**src/rtl/hash_chain_pkg.sv**
```systemverilog
package hash_chain_pkg;

  typedef enum logic [2:0] {
    REG_KEY = 3'd0,
    REG_IV  = 3'd1,
    REG_SRC = 3'd2,
    REG_DST = 3'd3,
    REG_LEN = 3'd4,
    REG_IEN = 3'd5,
    REG_CTL = 3'd6
  } eng_reg_e;

  typedef enum logic [3:0] {
    S_IDLE, S_FETCH, S_CHECK, S_IV, S_SRC, S_DST, S_LEN, S_IEN, S_CTL, S_WAIT
  } seq_state_e;

  localparam int CTL_START_BIT  = 0;
  localparam int CTL_FLOW_BIT   = 1;
  localparam int CTL_METHOD_LSB = 4;
  localparam int CTL_CHAIN_BIT  = 17;
  localparam logic [31:0] IEN_VALUE = 32'h0000_0003;

endpackage

```
**src/rtl/desc_table.sv**
```systemverilog
module desc_table #(
  parameter int DEPTH = 4,
  parameter int WIDTH = 80,
  localparam int AW = (DEPTH > 1) ? $clog2(DEPTH) : 1
) (
  input  logic             clk,
  input  logic             we,
  input  logic [AW-1:0]    waddr,
  input  logic [WIDTH-1:0] wdata,
  input  logic [AW-1:0]    raddr,
  output logic [WIDTH-1:0] rdata
);

  logic [WIDTH-1:0] mem [DEPTH];

  always_ff @(posedge clk) begin
    if (we) mem[waddr] <= wdata;
    rdata <= mem[raddr];
  end

endmodule

```
**src/rtl/seg_timer.sv**
```systemverilog
module seg_timer #(
  parameter int TW = 16
) (
  input  logic          clk,
  input  logic          rst,
  input  logic          clr,
  input  logic          run,
  input  logic [TW-1:0] limit,
  output logic          expire
);

  logic [TW:0] cnt;

  always_ff @(posedge clk) begin
    if (rst || clr)                cnt <= '0;
    else if (run && !cnt[TW])      cnt <= cnt + 1'b1;
  end

  assign expire = run && ((cnt + 1'b1) >= {1'b0, limit});

endmodule

```
**src/rtl/hash_chain_seq.sv**
```systemverilog
module hash_chain_seq
  import hash_chain_pkg::*;
#(
  parameter int N_SEG = 4,
  parameter int LW    = 16,
  parameter int MW    = 4,
  parameter int TW    = 16,
  localparam int IDXW = (N_SEG > 1) ? $clog2(N_SEG) : 1,
  localparam int DW   = 64 + LW
) (
  input  logic            clk,
  input  logic            rst,
  input  logic            tbl_we,
  input  logic [IDXW-1:0] tbl_idx,
  input  logic [31:0]     tbl_src_addr,
  input  logic [LW-1:0]   tbl_src_words,
  input  logic [31:0]     tbl_res_addr,
  input  logic            job_go,
  input  logic            job_flow,
  input  logic [MW-1:0]   job_method,
  input  logic [TW-1:0]   job_timeout,
  input  logic            eng_done,
  output logic            eng_wr_en,
  output logic [2:0]      eng_wr_sel,
  output logic [31:0]     eng_wr_data,
  output logic            busy,
  output logic            job_done,
  output logic            job_err
);

  localparam logic [IDXW-1:0] LAST_IDX = IDXW'(N_SEG - 1);

  seq_state_e      state;
  logic [IDXW-1:0] idx;
  logic            flow_q;
  logic [MW-1:0]   method_q;
  logic [TW-1:0]   tmo_q;
  logic [31:0]     prev_res;
  logic [DW-1:0]   rd_desc;
  logic [31:0]     rd_src, rd_res, ctl_word;
  logic [LW-1:0]   rd_len;
  logic            tmr_expire;

  desc_table #(.DEPTH(N_SEG), .WIDTH(DW)) u_table (
    .clk   (clk),
    .we    (tbl_we),
    .waddr (tbl_idx),
    .wdata ({tbl_src_addr, tbl_src_words, tbl_res_addr}),
    .raddr (idx),
    .rdata (rd_desc)
  );

  assign rd_src = rd_desc[DW-1 -: 32];
  assign rd_len = rd_desc[32 +: LW];
  assign rd_res = rd_desc[31:0];

  seg_timer #(.TW(TW)) u_timer (
    .clk    (clk),
    .rst    (rst),
    .clr    (state == S_CTL),
    .run    (state == S_WAIT),
    .limit  (tmo_q),
    .expire (tmr_expire)
  );

  always_comb begin
    ctl_word = '0;
    ctl_word[CTL_START_BIT] = 1'b1;
    ctl_word[CTL_FLOW_BIT]  = flow_q;
    ctl_word[CTL_METHOD_LSB +: MW] = method_q;
    ctl_word[CTL_CHAIN_BIT] = (idx != '0);
  end

  always_ff @(posedge clk) begin
    if (rst) begin
      state       <= S_IDLE;
      idx         <= '0;
      flow_q      <= 1'b0;
      method_q    <= '0;
      tmo_q       <= '0;
      prev_res    <= '0;
      eng_wr_en   <= 1'b0;
      eng_wr_sel  <= '0;
      eng_wr_data <= '0;
      busy        <= 1'b0;
      job_done    <= 1'b0;
      job_err     <= 1'b0;
    end else begin
      eng_wr_en <= 1'b0;
      job_done  <= 1'b0;
      job_err   <= 1'b0;
      case (state)
        S_IDLE: if (job_go) begin
          state    <= S_FETCH;
          idx      <= '0;
          busy     <= 1'b1;
          flow_q   <= job_flow;
          method_q <= job_method;
          tmo_q    <= job_timeout;
        end
        S_FETCH: state <= S_CHECK;
        S_CHECK: begin
          if (rd_res == '0) begin
            job_done <= 1'b1;
            busy     <= 1'b0;
            state    <= S_IDLE;
          end else if (idx != '0) begin
            eng_wr_en <= 1'b1; eng_wr_sel <= REG_KEY; eng_wr_data <= prev_res;
            state <= S_IV;
          end else begin
            eng_wr_en <= 1'b1; eng_wr_sel <= REG_SRC; eng_wr_data <= rd_src;
            state <= S_DST;
          end
        end
        S_IV: begin
          eng_wr_en <= 1'b1; eng_wr_sel <= REG_IV; eng_wr_data <= prev_res;
          state <= S_SRC;
        end
        S_SRC: begin
          eng_wr_en <= 1'b1; eng_wr_sel <= REG_SRC; eng_wr_data <= rd_src;
          state <= S_DST;
        end
        S_DST: begin
          eng_wr_en <= 1'b1; eng_wr_sel <= REG_DST; eng_wr_data <= rd_res;
          state <= S_LEN;
        end
        S_LEN: begin
          eng_wr_en <= 1'b1; eng_wr_sel <= REG_LEN;
          eng_wr_data <= {{(32-LW){1'b0}}, rd_len};
          state <= S_IEN;
        end
        S_IEN: begin
          eng_wr_en <= 1'b1; eng_wr_sel <= REG_IEN; eng_wr_data <= IEN_VALUE;
          state <= S_CTL;
        end
        S_CTL: begin
          eng_wr_en <= 1'b1; eng_wr_sel <= REG_CTL; eng_wr_data <= ctl_word;
          state <= S_WAIT;
        end
        S_WAIT: begin
          if (eng_done) begin
            prev_res <= rd_res;
            if (idx == LAST_IDX) begin
              job_done <= 1'b1;
              busy     <= 1'b0;
              state    <= S_IDLE;
            end else begin
              idx   <= idx + 1'b1;
              state <= S_FETCH;
            end
          end else if (tmr_expire) begin
            job_err <= 1'b1;
            busy    <= 1'b0;
            state   <= S_IDLE;
          end
        end
        default: state <= S_IDLE;
      endcase
    end
  end

  AST_END_DROPS_BUSY: assert property (@(posedge clk) disable iff (rst)
    (job_done || job_err) |-> !busy);
  AST_WRITE_ONLY_BUSY: assert property (@(posedge clk) disable iff (rst)
    eng_wr_en |-> busy);
  AST_KEY_THEN_IV: assert property (@(posedge clk) disable iff (rst)
    (eng_wr_en && eng_wr_sel == REG_KEY) |=>
    (eng_wr_en && eng_wr_sel == REG_IV && $stable(eng_wr_data)));
  AST_IEN_THEN_CTL: assert property (@(posedge clk) disable iff (rst)
    (eng_wr_en && eng_wr_sel == REG_IEN) |=> (eng_wr_en && eng_wr_sel == REG_CTL));
  AST_CTL_STARTS: assert property (@(posedge clk) disable iff (rst)
    (eng_wr_en && eng_wr_sel == REG_CTL) |-> eng_wr_data[CTL_START_BIT]);
  AST_IEN_BITS: assert property (@(posedge clk) disable iff (rst)
    (eng_wr_en && eng_wr_sel == REG_IEN) |-> (eng_wr_data == IEN_VALUE));
  AST_ONE_OUTCOME: assert property (@(posedge clk) disable iff (rst)
    job_done |-> !job_err);
  AST_ERR_ONLY_WAITING: assert property (@(posedge clk) disable iff (rst)
    $rose(job_err) |-> $past(busy));

endmodule

```
**config.mk**
```make
export PLATFORM = sky130hd
export DESIGN_NAME = hash_chain_seq
export DESIGN_NICKNAME = d
export VERILOG_FILES = /design/src/rtl/hash_chain_pkg.sv /design/src/rtl/desc_table.sv /design/src/rtl/seg_timer.sv /design/src/rtl/hash_chain_seq.sv
export SDC_FILE = /design/constraint.sdc
export NUM_CORES = 1
export LEC_CHECK = 0
export BUFFER_PORTS_ARGS = -buffer_cell sky130_fd_sc_hd__buf_2
export CORE_MARGIN = 2
export CORE_UTILIZATION = 45
export DETAILED_ROUTE_END_ITERATION = 10
export GPL_TIMING_DRIVEN = 1
export MAX_ROUTING_LAYER = met4
export PLACE_DENSITY = 0.71
export SETUP_SLACK_MARGIN = 0.5
export SYNTH_ARGS = -nofsm -noshare
export SYNTH_HDL_FRONTEND = slang
export SYNTH_SLANG_ARGS = --single-unit
```
**constraint.sdc**
```tcl
create_clock -name clk -period 12.05 [get_ports clk]
set_clock_uncertainty 0.2 [all_clocks]
set_input_delay 0.6025 -clock clk [delete_from_list [all_inputs] [get_ports clk]]
set_output_delay 0.6025 -clock clk [all_outputs]
set_load 0.02 [all_outputs]
```
[After elaboration in Yosys (flattened, before gate mapping)]
Memories as Yosys holds them, arrays and structs flattened. A register that Yosys moved wholly into a read port is not among the register bits.
Cells that the tools add are included.
Operators by class
  $add $sub $neg: 2
  magnitude comparators: 1
  eq/ne operators: 17
  mux-type cells: 32
  bitwise gates (word level): 1
  reduce and logical (&&, ||, !) cells: 18
Operator list (number)
  one-hot mux 32 bit (7 select lines): 1
  2-to-1 mux 32 bit: 2
  one-hot mux 4 bit (10 select lines): 1
  zero test 32 bit: 1
  one-hot mux 3 bit (7 select lines): 1
  adder 17 x 1 -> 17 bit, second input constant: 1
  greater-or-equal comparator 17 x 16 -> 1 bit: 1
  equality test 4 x 3 -> 1 bit, second input constant: 4
  2-to-1 mux 1 bit: 13
  2-to-1 mux 4 bit: 3
  inequality test 2 bit, second input constant: 5
  2-to-1 mux 3 bit: 3
  equality test 4 x 2 -> 1 bit, second input constant: 2
  equality test 4 bit, second input constant: 2
  2-to-1 mux 2 bit: 4
  AND reduction 2 bit: 4
  nonzero test 7 bit: 1
  inequality test 3 bit, second input constant: 2
  OR reduction 6 bit: 1
  AND reduction 5 bit: 1
  equality test 4 x 1 -> 1 bit, second input constant: 1
  zero test 4 bit: 1
  one-hot mux 1 bit (2 select lines): 2
  one-hot mux 2 bit (2 select lines): 1
  11 further kinds: 13
Word-level totals
  flip-flop bits (word level): 115
  bits in writable memories: 320
  input port bits: 108
  output and inout bits: 39
  memories kept: 1
Memory list
  u_table.mem: depth 4, bits a word 80, rd ports 1, clocked after Yosys merged registers in 1, wr ports 1, RTL line desc_table.sv:14  | logic [WIDTH-1:0] mem [DEPTH];

[Depth between registers and ports, before layout]
Gate-level depths: netlist (run 1).
  word-level depth: 6
  depth in mapped cells: 14
  depth with buffers taken out: 13

[By module]
Synthesis (run 1) repeated with hierarchy kept, for this count alone.
Unflattened totals
  cell total of the unflattened synthesis: 1285
  area total of the unflattened synthesis: 19710.2 um^2
By module, submodules not included
  desc_table: instances 1, cells each 502, area each 13259.0 um^2, seq. area each 11210.8 um^2
  hash_chain_seq: instances 1, cells each 606, area each 5064.9 um^2, seq. area each 1961.9 um^2
  seg_timer: instances 1, cells each 177, area each 1386.3 um^2, seq. area each 340.3 um^2

[Worst setup path before layout (run 1)]
No wires, ideal clock.
  path type: input to register
  start: in tbl_idx[1]
  end: mem u_table.mem[0][0], enable pin
  arrival: 6.454 ns
  data required time: 11.215 ns
  path slack: 4.761 ns
  cell stages on the path: 1
  cells stage by stage: nor3b_1
RTL lines
  start, declared: RTL line hash_chain_seq.sv:14  | input logic [IDXW-1:0] tbl_idx,
  end, declared: RTL line desc_table.sv:14
Straight into the memory's write port.

[Worst setup path after layout (run 1)]
  start: reg u_timer.cnt[0]
  end: reg state[1]
On the way
  word-level cells in the longest chain between the ends: 5
RTL lines
  start, declared: RTL line seg_timer.sv:12  | logic [TW:0] cnt;
  start signal, assigned: RTL line seg_timer.sv:16  | else if (run && !cnt[TW]) cnt <= cnt + 1'b1;
  adder 17 x 1 -> 17 bit: RTL line seg_timer.sv:19  | assign expire = run && ((cnt + 1'b1) >= {1'b0, limit});
  greater-or-equal comparator 17 x 16 -> 1 bit: RTL line seg_timer.sv:19
  logical AND 1 bit: RTL line seg_timer.sv:19
  inequality test 3 bit (no line)
  AND reduction 2 bit (no line)
  end signal, assigned: RTL line hash_chain_seq.sv:76  | state <= S_IDLE;
  end signal, assigned: RTL line hash_chain_seq.sv:94  | state <= S_FETCH;
  end signal, assigned: RTL line hash_chain_seq.sv:101  | S_FETCH: state <= S_CHECK;
  end, declared: RTL line hash_chain_seq.sv:33  | seq_state_e state;
No other way between the ends.
A chain may end at the register's enable or synchronous reset.

==> results of run 1 <==
==> per-stage QoR <==
| stage | setup WS [ps] | total power, mW |
|---|---|---|
| after detailed placement | 8437 | 2.250 |
| after CTS | 8408 | 3.833 |
| after floorplan | 4761 | 2.160 |
| after global routing | 8123 | 3.930 |
| final | 8402 | 3.802 |
| after global placement | 8497 | 2.240 |
==> metal layers <==
metal / part of all wire, % / GRT usage (%) / up-vias
li1: - / - / 5062
met1: 45 / 26.66 / 5414
met2: 46 / 29.64 / 368
met3: 7.0 / 4.160 / 56
met4: 2.1 / 5.894 / 0
met5: 0 / - / -
==> layout by cell type, fill, tap and decap left out, types with 12 or more instances in the layout <==
master                          count
sky130_fd_sc_hd__edfxtp_1         320
sky130_fd_sc_hd__dfxtp_1          193
sky130_fd_sc_hd__buf_2            146
sky130_fd_sc_hd__nand2_1          144
sky130_fd_sc_hd__mux4_2            80
sky130_fd_sc_hd__nor2_1            77
sky130_fd_sc_hd__a21oi_1           72
sky130_fd_sc_hd__clkbuf_16         51
sky130_fd_sc_hd__a22oi_1           33
sky130_fd_sc_hd__inv_1             21
sky130_fd_sc_hd__nor3_1            20
sky130_fd_sc_hd__a211oi_1          19
sky130_fd_sc_hd__ha_1              19
sky130_fd_sc_hd__nand4_1           16
sky130_fd_sc_hd__a222oi_1          16
sky130_fd_sc_hd__xor2_1            15
sky130_fd_sc_hd__o211ai_1          15
sky130_fd_sc_hd__buf_4             15
sky130_fd_sc_hd__xnor2_1           14
sky130_fd_sc_hd__dlygate4sd3_1     14
sky130_fd_sc_hd__diode_2           12
==> path summary, 6_finish.rpt <==
path                            slack (ps)             start  cells after the start            endpoint
worst max-delay path                  8400    u_timer.cnt[0]                     13            state[1]
worst min-delay path                    30  tbl_res_addr[10]                      1  u_table.mem[2][10]
worst max register to register        8400    u_timer.cnt[0]                     13            state[1]
worst min register to register         250    eng_wr_data[5]                      2      eng_wr_data[5]
==> registers in the layout, summed over array words and instances, names as in the netlist <==
name	count
eng_wr_data	32
job_err	1
tmo_q	16
job_done	1
idx	2
prev_res	32
state	4
busy	1
u_table.rdata	80
flow_q	1
u_timer.cnt	17
eng_wr_sel	3
u_table.mem	320
method_q	4
eng_wr_en	1
==> what timing repair did <==
| action | 4_1_cts | 5_1_grt |
|---|---|---|
| hold endpoints to repair | 49 | 0 |
| hold buffers | 14 | 0 |
| buffers inserted | 0 | 0 |
| endpoints found under the setup margin | 0 | 0 |
==> power breakdown <==
part / leakage [nW] / total (mW) / switching (mW) / internal, mW
Combinational: 2.22 / 0.211 / 0.132 / 0.0793
Clock: 0.829 / 1.58 / 0.656 / 0.929
Sequential: 4.55 / 2.01 / 0.0417 / 1.96
==> final cells by class <==
type,count,area share (%)
diodes,12,0.1360
clock buffers,68,6.340
multi-input cells,635,23.11
well taps,539,3.054
inverters,21,0.3569
clock inverters,26,1.326
flip-flops and latches,515,61.22
repair buffers,175,4.453
==> logic make-up (layout without fill, tap and decap cells) <==
logic type	count (synthesis)	count (layout)	synth area share (%)
compound gates	185	185	6.490
xor+xnor	29	29	1.336
simple gates	305	305	7.227
other cells	0	12	0
flops	515	515	71.09
fa+ha+maj	19	19	1.251
mux	97	97	10.41
buf+inv	95	290	2.198
==> run_results.csv, run 1 <==
group,metric,value,unit
clock_network,ctsHtreeMaxLevel,2,
logic_synthesis,yosysWarnings,0,
timing,drv_slew,0,
finish,area_taken_by_multi_input_logic_gates,0.005105,mm^2
logic_synthesis,asyncSetResetFlopFracSynth,0,%
setup_path,critical_path_buf_inv_count,0,
die,core_area,0.04185,mm^2
clock_network,worst_setup_hold_path_clk_slew,70,ps
timing,total_of_endpoints_with_negative_setup_slack_in_the_final_report,0,
logic_synthesis,ys_ff_latch,515,
logic_synthesis,yosys-top-cells-count,"320 x sky130_fd_sc_hd__edfxtp_1, 195 x sky130_fd_sc_hd__dfxtp_1, 144 x sky130_fd_sc_hd__nand2_1",
min_path,worstHoldPathType,"in -> reg",
setup_path,required,12330,ps
status,outcome,"finished, final reports clean",
timing,slew_margin_rel,30.20,%
clock_network,postCtsResizedCells,0,
finish,layout.core_utilization,52.77,%
route,number_of_iterations_in_the_first_detailed_routing_pass,6,
setup_path,worstSetupPathType,"reg -> reg",
place,numPortBuffers,146,
global_route,grt_antenna_before_repair,12,
place,gp_congestion,0.8564,
finish,finalNetCount,1525,
route,detail_route.vias_per_cell,5.475,
finish,area_delta_synth_final,16.18,%
timing,max_slew.worst_pin.slew,1047,ps
setup_path,start_kind,"flip-flop",
logic_synthesis,post-synth-top-area-cell,"sky130_fd_sc_hd__edfxtp_1",
global_route,pin_count_of_the_biggest_net_entering_global_routing,76,
logic_synthesis,synth.distinct_cells,58,
setup_path,crit_path_cell_trace,"ha_1 -> nand3_2 -> or3_1 -> nor2_1 -> and3_1 -> xor2_1 -> ha_1 -> o21ai_0 -> nor3_1 -> o22ai_1 -> o31a_1 -> nand4_2 -> and4b_1",
route,ant_nets,0,
global_route,grt_pass1_vias,10900,
setup_path,crit_top_cell,"sky130_fd_sc_hd__ha_1",
finish,finish.instance_area,0.02208,mm^2
clock_network,clock_tree.root_cell,"sky130_fd_sc_hd__clkbuf_16",
global_route,wire_length_of_the_first_global_routing_pass,63640,um
pwr,pwr_density_cell,172.1,mW/mm^2
die,dieArea,0.04390,mm^2
logic_synthesis,syn_avg_cell_area,15.27,um^2
die,number_of_i_o_pins,147,
die,rows,75,
finish,final-instance-count-excl-fill,1991,
place,detailed_place_hpwl,25780,um
logic_synthesis,synth_sequential_area_ratio,71.09,%
setup_path,crit_family,"simple AND/OR/NAND/NOR gates",
clock_network,tritoncts,"built",
logic_synthesis,synth.area.top_cells,"sky130_fd_sc_hd__edfxtp_1 51%, sky130_fd_sc_hd__dfxtp_1 21%, sky130_fd_sc_hd__mux4_2 9.5%",
timing,max_freq,274.1,MHz
timing,setup_repair_after_global_routing_missed_its_margin,"no",
place,postPlaceCellArea,0.02022,mm^2
logic_synthesis,synth_flop_cell,"sky130_fd_sc_hd__edfxtp_1",
logic_synthesis,netlist_instances,1245,
setup_path,worst_ep_arrival_time,3920,ps
setup_path,path_max_fanout,6,
route,initialDrtViolationCount,1085,
clock_network,cts_num_sinks,515,
clock_network,cts-root-to-sink-buffers,3,
clock_network,cts_made_buffers,50,
logic_synthesis,synth_enable_flop_cells,320,
setup_path,slowest_delay,530,ps
logic_synthesis,syn-cell-area,0.01901,mm^2
timing,hold_violations,0,
place,dp_cells,1871,
timing,fin_setup_tns,0,ps
logic_synthesis,synth_nets,1372,
route,vias,10900,
timing,final.min_clock_period,3648,ps
logic_synthesis,post-synth-top-count-cell,"sky130_fd_sc_hd__edfxtp_1",
setup_path,timing.critical_path.to_type,"flip-flop",
die,die_height,209.5,um
timing,fin_crit_sh,30.27,%
die,dieWidth,209.5,um
pwr,ir_drop,0.09130,mV
timing,timing.hold.ws,28.00,ps
route,post_route_drc,0,
global_route,gr-total-overflow,0,
die,start_util,45.42,%
pwr,total_leakage_power,7.595,nW
setup_path,crit_slowest_cell,"sky130_fd_sc_hd__or3_1",
finish,fraction_of_final_layout_cells_sized_beyond_drive_strength_1,23.89,%
route,wire_per_inst,20.60,um
finish,n_fill_cell,3324,
logic_synthesis,synth_top_area_share,50.55,%
clock_network,worstSkewPairLatency,590,ps
route,totalWireLength,41020,um
job,max_cap_viol_count,0,
global_route,grt_use_total,19.51,%
finish,final-seq-area,0.01352,mm^2
Note: power is estimated with default switching activity, not from simulation.
==> inputs of run 2 (changes only) <==
--- a/config.mk
+++ b/config.mk
@@ -5,13 +5,14 @@
 export SDC_FILE = /design/constraint.sdc
 export NUM_CORES = 1
 export LEC_CHECK = 0
+export ABC_AREA = 1
 export BUFFER_PORTS_ARGS = -buffer_cell sky130_fd_sc_hd__buf_2
 export CORE_MARGIN = 2
 export CORE_UTILIZATION = 45
 export DETAILED_ROUTE_END_ITERATION = 10
 export GPL_TIMING_DRIVEN = 1
 export MAX_ROUTING_LAYER = met4
-export PLACE_DENSITY = 0.71
+export PLACE_DENSITY = 0.73
 export SETUP_SLACK_MARGIN = 0.5
 export SYNTH_ARGS = -nofsm -noshare
 export SYNTH_HDL_FRONTEND = slang
==> constraint.sdc (replaced) <==
create_clock -name clk -period 3.16 [get_ports clk]
set_clock_uncertainty 0.2 [all_clocks]
set_input_delay 0.158 -clock clk [delete_from_list [all_inputs] [get_ports clk]]
set_output_delay 0.158 -clock clk [all_outputs]
set_load 0.02 [all_outputs]
==> run 2 against run 1 <==
Against the previous run:
- flip-flop and latch count stayed put
- clock power grew to 3.8 times the previous value
- sequential share of layout area shrank 5.1 points
==> run_results.csv, run 2 <==
group,metric,value,unit
logic_synthesis,syn-cell-area,0.01954,mm^2
global_route,gr-total-overflow,0,
finish,finalNetCount,2110,
min_path,worstHoldPathType,"in -> reg",
finish,most-common-layout-cells,"320 x sky130_fd_sc_hd__edfxtp_1, 297 x sky130_fd_sc_hd__o21ai_0, 218 x sky130_fd_sc_hd__nor2_1, 190 x sky130_fd_sc_hd__dfxtp_1, 146 x sky130_fd_sc_hd__buf_2",
route,post_route_drc,0,
global_route,grt_antenna_before_repair,5,
finish,largest_reg_flops,320,
finish,final-instance-count-excl-fill,2616,
clock_network,clock_tree.root_cell,"sky130_fd_sc_hd__clkbuf_16",
timing,final.min_clock_period,2948,ps
global_route,groute.layer.met2.usage,35.34,%
die,rows,76,
timing,max_freq,339.2,MHz
timing,setup_repair_after_global_routing_missed_its_margin,"yes",
setup_path,crit_family,"simple AND/OR/NAND/NOR gates",
global_route,wire_length_of_the_first_global_routing_pass,74870,um
setup_path,crit_top_cell,"sky130_fd_sc_hd__nand2_2",
logic_synthesis,synth_flop_cell,"sky130_fd_sc_hd__edfxtp_1",
logic_synthesis,synth_sequential_area_ratio,69.16,%
logic_synthesis,synth_nets,1849,
route,wire_per_inst,18.65,um
pwr,total_leakage_power,8.882,nW
finish,area_taken_by_multi_input_logic_gates,0.005350,mm^2
place,gp_congestion,0.8746,
place,numPortBuffers,146,
die,dieWidth,212.4,um
job,max_cap_viol_count,0,
place,pre_cts_slack,13.85,ps
global_route,grt_use_total,22.26,%
logic_synthesis,yosys-top-cells-count,"320 x sky130_fd_sc_hd__edfxtp_1, 298 x sky130_fd_sc_hd__o21ai_0, 221 x sky130_fd_sc_hd__nor2_1",
global_route,globalRoute.busiestLayer,"met2",
die,die_height,212.4,um
place,dp_cells,2380,
finish,reg.largest.list,"u_table.mem (320), u_table.rdata (80)",
route,initialDrtViolationCount,1398,
clock_network,worst_setup_hold_path_clk_slew,60,ps
finish,n_fill_cell,3607,
timing,layout_setup_ws,212.1,ps
die,core_area,0.04298,mm^2
setup_path,worstSetupPathType,"reg -> reg",
setup_path,crit_path_cell_trace,"inv_2 -> nor3_4 -> nand2_2 -> buf_4 -> buf_4 -> buf_4 -> nor2_4 -> xor2_2 -> ha_1 -> nand2_2 -> inv_2 -> nand2_2 -> nor2_4 -> a21oi_2 -> nand2_1 -> nand2_1 -> nand2_1 -> nand2_1 -> nand2_2 -> nand2_2 -> nand2_4 -> buf_4 -> a21oi_2",
place,detailed_place_hpwl,29260,um
setup_path,crit_slowest_cell,"sky130_fd_sc_hd__dfxtp_2",
die,start_util,45.46,%
finish,fraction_of_final_layout_cells_sized_beyond_drive_strength_1,16.79,%
logic_synthesis,post-synth-top-count-cell,"sky130_fd_sc_hd__edfxtp_1",
global_route,met1_usage,28.78,%
logic_synthesis,yosysWarnings,0,
pwr,ir_drop,0.4861,mV
clock_network,tritoncts,"built",
finish,final-seq-area,0.01352,mm^2
logic_synthesis,synth.area.top_cells,"sky130_fd_sc_hd__edfxtp_1 49%, sky130_fd_sc_hd__dfxtp_1 20%, sky130_fd_sc_hd__o21ai_0 7.6%",
place,postPlaceCellArea,0.02093,mm^2
timing,max_slew.worst_pin.slew,956.1,ps
logic_synthesis,post-synth-top-area-cell,"sky130_fd_sc_hd__edfxtp_1",
logic_synthesis,asyncSetResetFlopFracSynth,0,%
timing,fin_crit_sh,93.29,%
global_route,pin_count_of_the_biggest_net_entering_global_routing,163,
die,dieArea,0.04511,mm^2
finish,largest_register,"u_table.mem",
timing,hold_violations,0,
die,number_of_i_o_pins,147,
logic_synthesis,synth_top_area_share,49.18,%
timing,drv_slew,0,
route,number_of_iterations_in_the_first_detailed_routing_pass,5,
clock_network,cts-root-to-sink-buffers,3,
clock_network,cts_num_sinks,515,
logic_synthesis,netlist_instances,1722,
pwr,pwr_density_cell,817.2,mW/mm^2
logic_synthesis,synth.distinct_cells,45,
global_route,grt_pass1_vias,13730,
setup_path,worst_ep_arrival_time,3260,ps
setup_path,rrSetupSlack,210,ps
clock_network,worstSkewPairLatency,590,ps
finish,finish.instance_area,0.02408,mm^2
logic_synthesis,synth_enable_flop_cells,320,
setup_path,critical_path_buf_inv_count,6,
status,outcome,"finished, final reports clean",
timing,total_of_endpoints_with_negative_setup_slack_in_the_final_report,0,
route,vias,14120,
logic_synthesis,ys_ff_latch,515,
route,totalWireLength,48790,um
timing,slew_margin_rel,36.26,%
route,detail_route.vias_per_cell,5.398,
setup_path,timing.critical_path.to_type,"flip-flop",
route,ant_nets,0,
setup_path,start_kind,"flip-flop",
clock_network,ctsHtreeMaxLevel,2,
logic_synthesis,syn_avg_cell_area,11.35,um^2
global_route,met3_usage,3.900,%
setup_path,slowest_delay,360,ps
finish,area_delta_synth_final,23.24,%
setup_path,required,3470,ps
setup_path,path_max_fanout,4,
clock_network,cts_made_buffers,50,
finish,mostFrequentLayoutCell,"sky130_fd_sc_hd__edfxtp_1",
run 2: cell types whose count changed after synthesis, moves of 18 or more:
cell / previous run / this run
sky130_fd_sc_hd__a221oi_1: 0 / 18
sky130_fd_sc_hd__nor2_1: 78 / 221
sky130_fd_sc_hd__a21oi_1: 72 / 101
sky130_fd_sc_hd__inv_1: 21 / 95
sky130_fd_sc_hd__o22ai_1: 2 / 81
sky130_fd_sc_hd__o21ai_0: 9 / 298
sky130_fd_sc_hd__mux4_2: 80 / 0
sky130_fd_sc_hd__a22oi_1: 33 / 0
run 2: final timing paths:
check	startpoint	end	depth (start not counted)
max	u_timer.cnt[1]	state[3]	23
min	tbl_idx[0]	u_table.mem[0][77]	3
min reg2reg	prev_res[10]	prev_res[10]	2
max reg2reg	u_timer.cnt[1]	state[3]	23
run 2: report_power, final:
part	leakage [nW]	switching [mW]	total, mW	internal (mW)
combinational	3.52	3.17	4.81	1.64
clock	0.805	2.49	6.07	3.58
sequential	4.56	0.679	8.81	8.13
total	8.88	6.33	19.7	13.3
run 2: area by class of cell:
cell class              count  share of cell area [%]
clock buffers              67                   5.736
flip-flops and latches    515                   56.16
inverters                 111                   1.751
diodes                      6                 0.06235
repair buffers            309                   9.747
well taps                 585                   3.040
multi-input cells         996                   22.22
clock inverters            27                   1.283
run 2: routing by layer:
metal,routed length [um],vias up
met5,0,-
met4,1357,0
met3,3331,98
met2,23030,527
met1,21070,6821
li1,-,6675
run 2: kinds of logic after synthesis:
| family | share of synthesized area, % |
|---|---|
| AOI/OAI and AO/OA | 15.70 |
| DFF | 69.16 |
| and+or+nand+nor | 8.766 |
| buffers and inverters | 4.470 |
| adders and majority gates | 1.217 |
| xor gates and xnor gates | 0.5379 |
| muxes | 0.1537 |
run 2: worst register-to-register path, cell delays in order (launching register included):
cell,delay [ps]
sky130_fd_sc_hd__dfxtp_2,360
sky130_fd_sc_hd__inv_2,60
sky130_fd_sc_hd__nor3_4,220
sky130_fd_sc_hd__nand2_2,100
sky130_fd_sc_hd__buf_4,140
sky130_fd_sc_hd__buf_4,120
sky130_fd_sc_hd__buf_4,130
sky130_fd_sc_hd__nor2_4,90
sky130_fd_sc_hd__xor2_2,160
sky130_fd_sc_hd__ha_1,260
sky130_fd_sc_hd__nand2_2,90
sky130_fd_sc_hd__inv_2,40
sky130_fd_sc_hd__nand2_2,80
sky130_fd_sc_hd__nor2_4,30
sky130_fd_sc_hd__a21oi_2,100
sky130_fd_sc_hd__nand2_1,50
sky130_fd_sc_hd__nand2_1,50
sky130_fd_sc_hd__nand2_1,50
sky130_fd_sc_hd__nand2_1,70
sky130_fd_sc_hd__nand2_2,80
sky130_fd_sc_hd__nand2_2,90
sky130_fd_sc_hd__nand2_4,70
sky130_fd_sc_hd__buf_4,140
sky130_fd_sc_hd__a21oi_2,100
run 2: what timing repair did:
item | CTS | global route
resized for setup | 12 | 23
gates cloned | 0 | 0
endpoints found under the hold margin | 371 | 0
endpoints found under the setup margin | 4 | 4
hold buffers | 117 | 0
buffers inserted | 14 | 5
pin swaps | 13 | 19
run 2: through the flow:
| step | setup TNS (ps) | utilization (%) | hold slack [ps] | total power, mW |
|---|---|---|---|---|
| 2_1_floorplan | 0 | - | 56.87 | 11.84 |
| 3_3_place_gp | 0 | 48.70 | 170.0 | 13.16 |
| 3_5_place_dp | 0 | 48.70 | 172.8 | 13.30 |
| 4_1_cts | 0 | 55.68 | 70.97 | 19.57 |
| 5_1_grt | -6.670 | 56.02 | 107.4 | 20.61 |
| 6_report | 0 | 56.03 | 67.66 | 19.68 |
==> inputs of run 3 (changes only) <==
--- a/config.mk
+++ b/config.mk
@@ -5,7 +5,7 @@
 export SDC_FILE = /design/constraint.sdc
 export NUM_CORES = 1
 export LEC_CHECK = 0
-export ABC_AREA = 1
+export ABC_AREA = 0
 export BUFFER_PORTS_ARGS = -buffer_cell sky130_fd_sc_hd__buf_2
 export CORE_MARGIN = 2
 export CORE_UTILIZATION = 45
==> constraint.sdc (replaced) <==
create_clock -name clk -period 3.16 [get_ports clk]
set_clock_uncertainty 0.2 [all_clocks]
set_input_delay 0.474 -clock clk [delete_from_list [all_inputs] [get_ports clk]]
set_output_delay 0.474 -clock clk [all_outputs]
set_load 0.02 [all_outputs]
==> run 3 against run 2 <==
Against the previous run:
- wire length decreased by 15%
- critical path depth fell by 10
- flip-flop and latch count stayed put
- non-clock buffer count decreased by 18
- final cell count fell by 20%
- die area shrank 2.7%
- combinational power decreased by 80%
- global-route usage shrank 2.4 points
- clock power decreased by 3%
- sequential share of layout area rose by 1.6 points
- count of clock-buffer cells in the layout down 6
- critical path type unchanged
==> run_results.csv, run 3 (synthesis gave the netlist of run 1 again) <==
group,metric,value,unit
status,outcome,"finished, final reports clean",
die,die_height,209.5,um
finish,largest_reg_flops,320,
clock_network,cts-root-to-sink-buffers,3,
setup_path,crit_family,"simple AND/OR/NAND/NOR gates",
clock_network,worst_setup_hold_path_clk_slew,60,ps
setup_path,path_max_fanout,5,
timing,max_slew.worst_pin.slew,817.4,ps
global_route,wire_length_of_the_first_global_routing_pass,65130,um
timing,fin_crit_sh,92.32,%
global_route,pin_count_of_the_biggest_net_entering_global_routing,84,
timing,layout_setup_ws,242.8,ps
clock_network,cts_num_sinks,515,
setup_path,worst_ep_arrival_time,3210,ps
route,totalWireLength,41660,um
setup_path,crit_slowest_cell,"sky130_fd_sc_hd__dfxtp_4",
place,pre_cts_slack,-104.6,ps
clock_network,clock_tree.root_cell,"sky130_fd_sc_hd__clkbuf_16",
finish,area_taken_by_multi_input_logic_gates,0.005230,mm^2
die,dieWidth,209.5,um
die,start_util,45.42,%
timing,max_freq,342.8,MHz
pwr,ir_drop,0.3502,mV
min_path,worstHoldPathType,"in -> reg",
timing,final.min_clock_period,2917,ps
place,postPlaceCellArea,0.02057,mm^2
finish,reg.largest.list,"u_table.mem (320), u_table.rdata (80)",
pwr,total_leakage_power,8.132,nW
finish,layout.core_utilization,55.93,%
setup_path,start_kind,"flip-flop",
finish,mostFrequentLayoutCell,"sky130_fd_sc_hd__edfxtp_1",
timing,setup_repair_after_global_routing_missed_its_margin,"yes",
die,rows,75,
clock_network,tritoncts,"built",
setup_path,worstSetupPathType,"reg -> reg",
finish,largest_register,"u_table.mem",
finish,most-common-layout-cells,"320 x sky130_fd_sc_hd__edfxtp_1, 188 x sky130_fd_sc_hd__dfxtp_1, 146 x sky130_fd_sc_hd__buf_2, 143 x sky130_fd_sc_hd__nand2_1, 101 x sky130_fd_sc_hd__dlygate4sd3_1",
finish,finish.instance_area,0.02341,mm^2
setup_path,slowest_delay,370,ps
finish,final-instance-count-excl-fill,2099,
pwr,power_total,14.48,mW
timing,total_of_endpoints_with_negative_setup_slack_in_the_final_report,0,
route,vias,11370,
route,detail_route.vias_per_cell,5.414,
timing,drv_slew,0,
place,gp_congestion,0.8373,
timing,hold_violations,0,
finish,finalNetCount,1640,
place,dp_cells,1891,
route,ant_nets,0,
finish,final-seq-area,0.01353,mm^2
global_route,grt_antenna_before_repair,7,
die,core_area,0.04185,mm^2
die,dieArea,0.04390,mm^2
setup_path,crit_path_cell_trace,"ha_4 -> nand3_4 -> or3_4 -> nor2_4 -> and3_4 -> xor2_2 -> ha_1 -> o21ai_2 -> nor2_1 -> a21oi_1 -> o31a_1 -> nand4_4 -> a311oi_1",
finish,n_fill_cell,3241,
pwr,pwr_density_cell,618.4,mW/mm^2
global_route,grt_use_total,19.83,%
global_route,grt_pass1_vias,11560,
place,detailed_place_hpwl,26600,um
timing,slew_margin_rel,45.51,%
finish,fraction_of_final_layout_cells_sized_beyond_drive_strength_1,25.18,%
clock_network,worstSkewPairLatency,600,ps
die,number_of_i_o_pins,147,
setup_path,required,3460,ps
job,max_cap_viol_count,0,
setup_path,timing.critical_path.to_type,"flip-flop",
route,post_route_drc,0,
setup_path,critical_path_buf_inv_count,0,
finish,area_delta_synth_final,23.14,%
route,number_of_iterations_in_the_first_detailed_routing_pass,9,
route,wire_per_inst,19.85,um
clock_network,cts_made_buffers,49,
global_route,gr-total-overflow,0,
route,initialDrtViolationCount,1290,
clock_network,ctsHtreeMaxLevel,2,
place,numPortBuffers,146,
-- run 3: final timing paths --
path / to / slack (ps) / startpoint / cells after the start
max: busy / 240 / u_timer.cnt[0] / 13
min: u_table.mem[0][20] / 90 / tbl_idx[1] / 2
max reg2reg: busy / 240 / u_timer.cnt[0] / 13
min reg2reg: prev_res[31] / 250 / prev_res[31] / 2
-- run 3: where the power goes --
group | internal, mW | total (mW) | switching [mW]
clock network | 3.38 | 5.89 | 2.51
logic | 0.406 | 0.943 | 0.537
registers | 7.49 | 7.64 | 0.158
total | 11.3 | 14.5 | 3.21
-- run 3: timing repair --
item,CTS,global route
hold buffers,101,0
setup buffers,5,4
gates resized for setup,13,8
endpoints found under the setup margin,22,41
endpoints found under the hold margin,341,0
pin swaps,6,9
-- run 3: per-stage QoR --
stage	setup TNS [ps]	hold WS, ps
after floorplan	-608.3	235.7
after global placement	-54.07	238.4
after detailed placement	-244.7	245.6
after CTS	0	66.45
after global routing	0	75.27
final	0	90.58
-- run 3: cell type report --
cell class / count / area share, %
repair buffers: 291 / 9.493
clock inverters: 30 / 1.502
flip-flops and latches: 515 / 57.81
inverters: 21 / 0.3368
multi-input cells: 635 / 22.34
well taps: 539 / 2.881
diodes: 7 / 0.07483
clock buffers: 61 / 5.559
-- run 3: worst register-to-register path, stage by stage (launching register included) --
cell	delay, ps
sky130_fd_sc_hd__dfxtp_4	370
sky130_fd_sc_hd__ha_4	140
sky130_fd_sc_hd__nand3_4	80
sky130_fd_sc_hd__or3_4	360
sky130_fd_sc_hd__nor2_4	110
sky130_fd_sc_hd__and3_4	210
sky130_fd_sc_hd__xor2_2	130
sky130_fd_sc_hd__ha_1	280
sky130_fd_sc_hd__o21ai_2	150
sky130_fd_sc_hd__nor2_1	70
sky130_fd_sc_hd__a21oi_1	130
sky130_fd_sc_hd__o31a_1	200
sky130_fd_sc_hd__nand4_4	130
sky130_fd_sc_hd__a311oi_1	280
-- run 3: layer usage --
metal	wire (um)	GRT usage, %	part of all wire, %	up-vias
met3	2762	4.369	6.6	68
met1	17980	26.22	43	5628
met5	0	-	0	-
met2	20020	31.13	48	381
met4	900	5.772	2.2	0
li1	-	-	-	5288
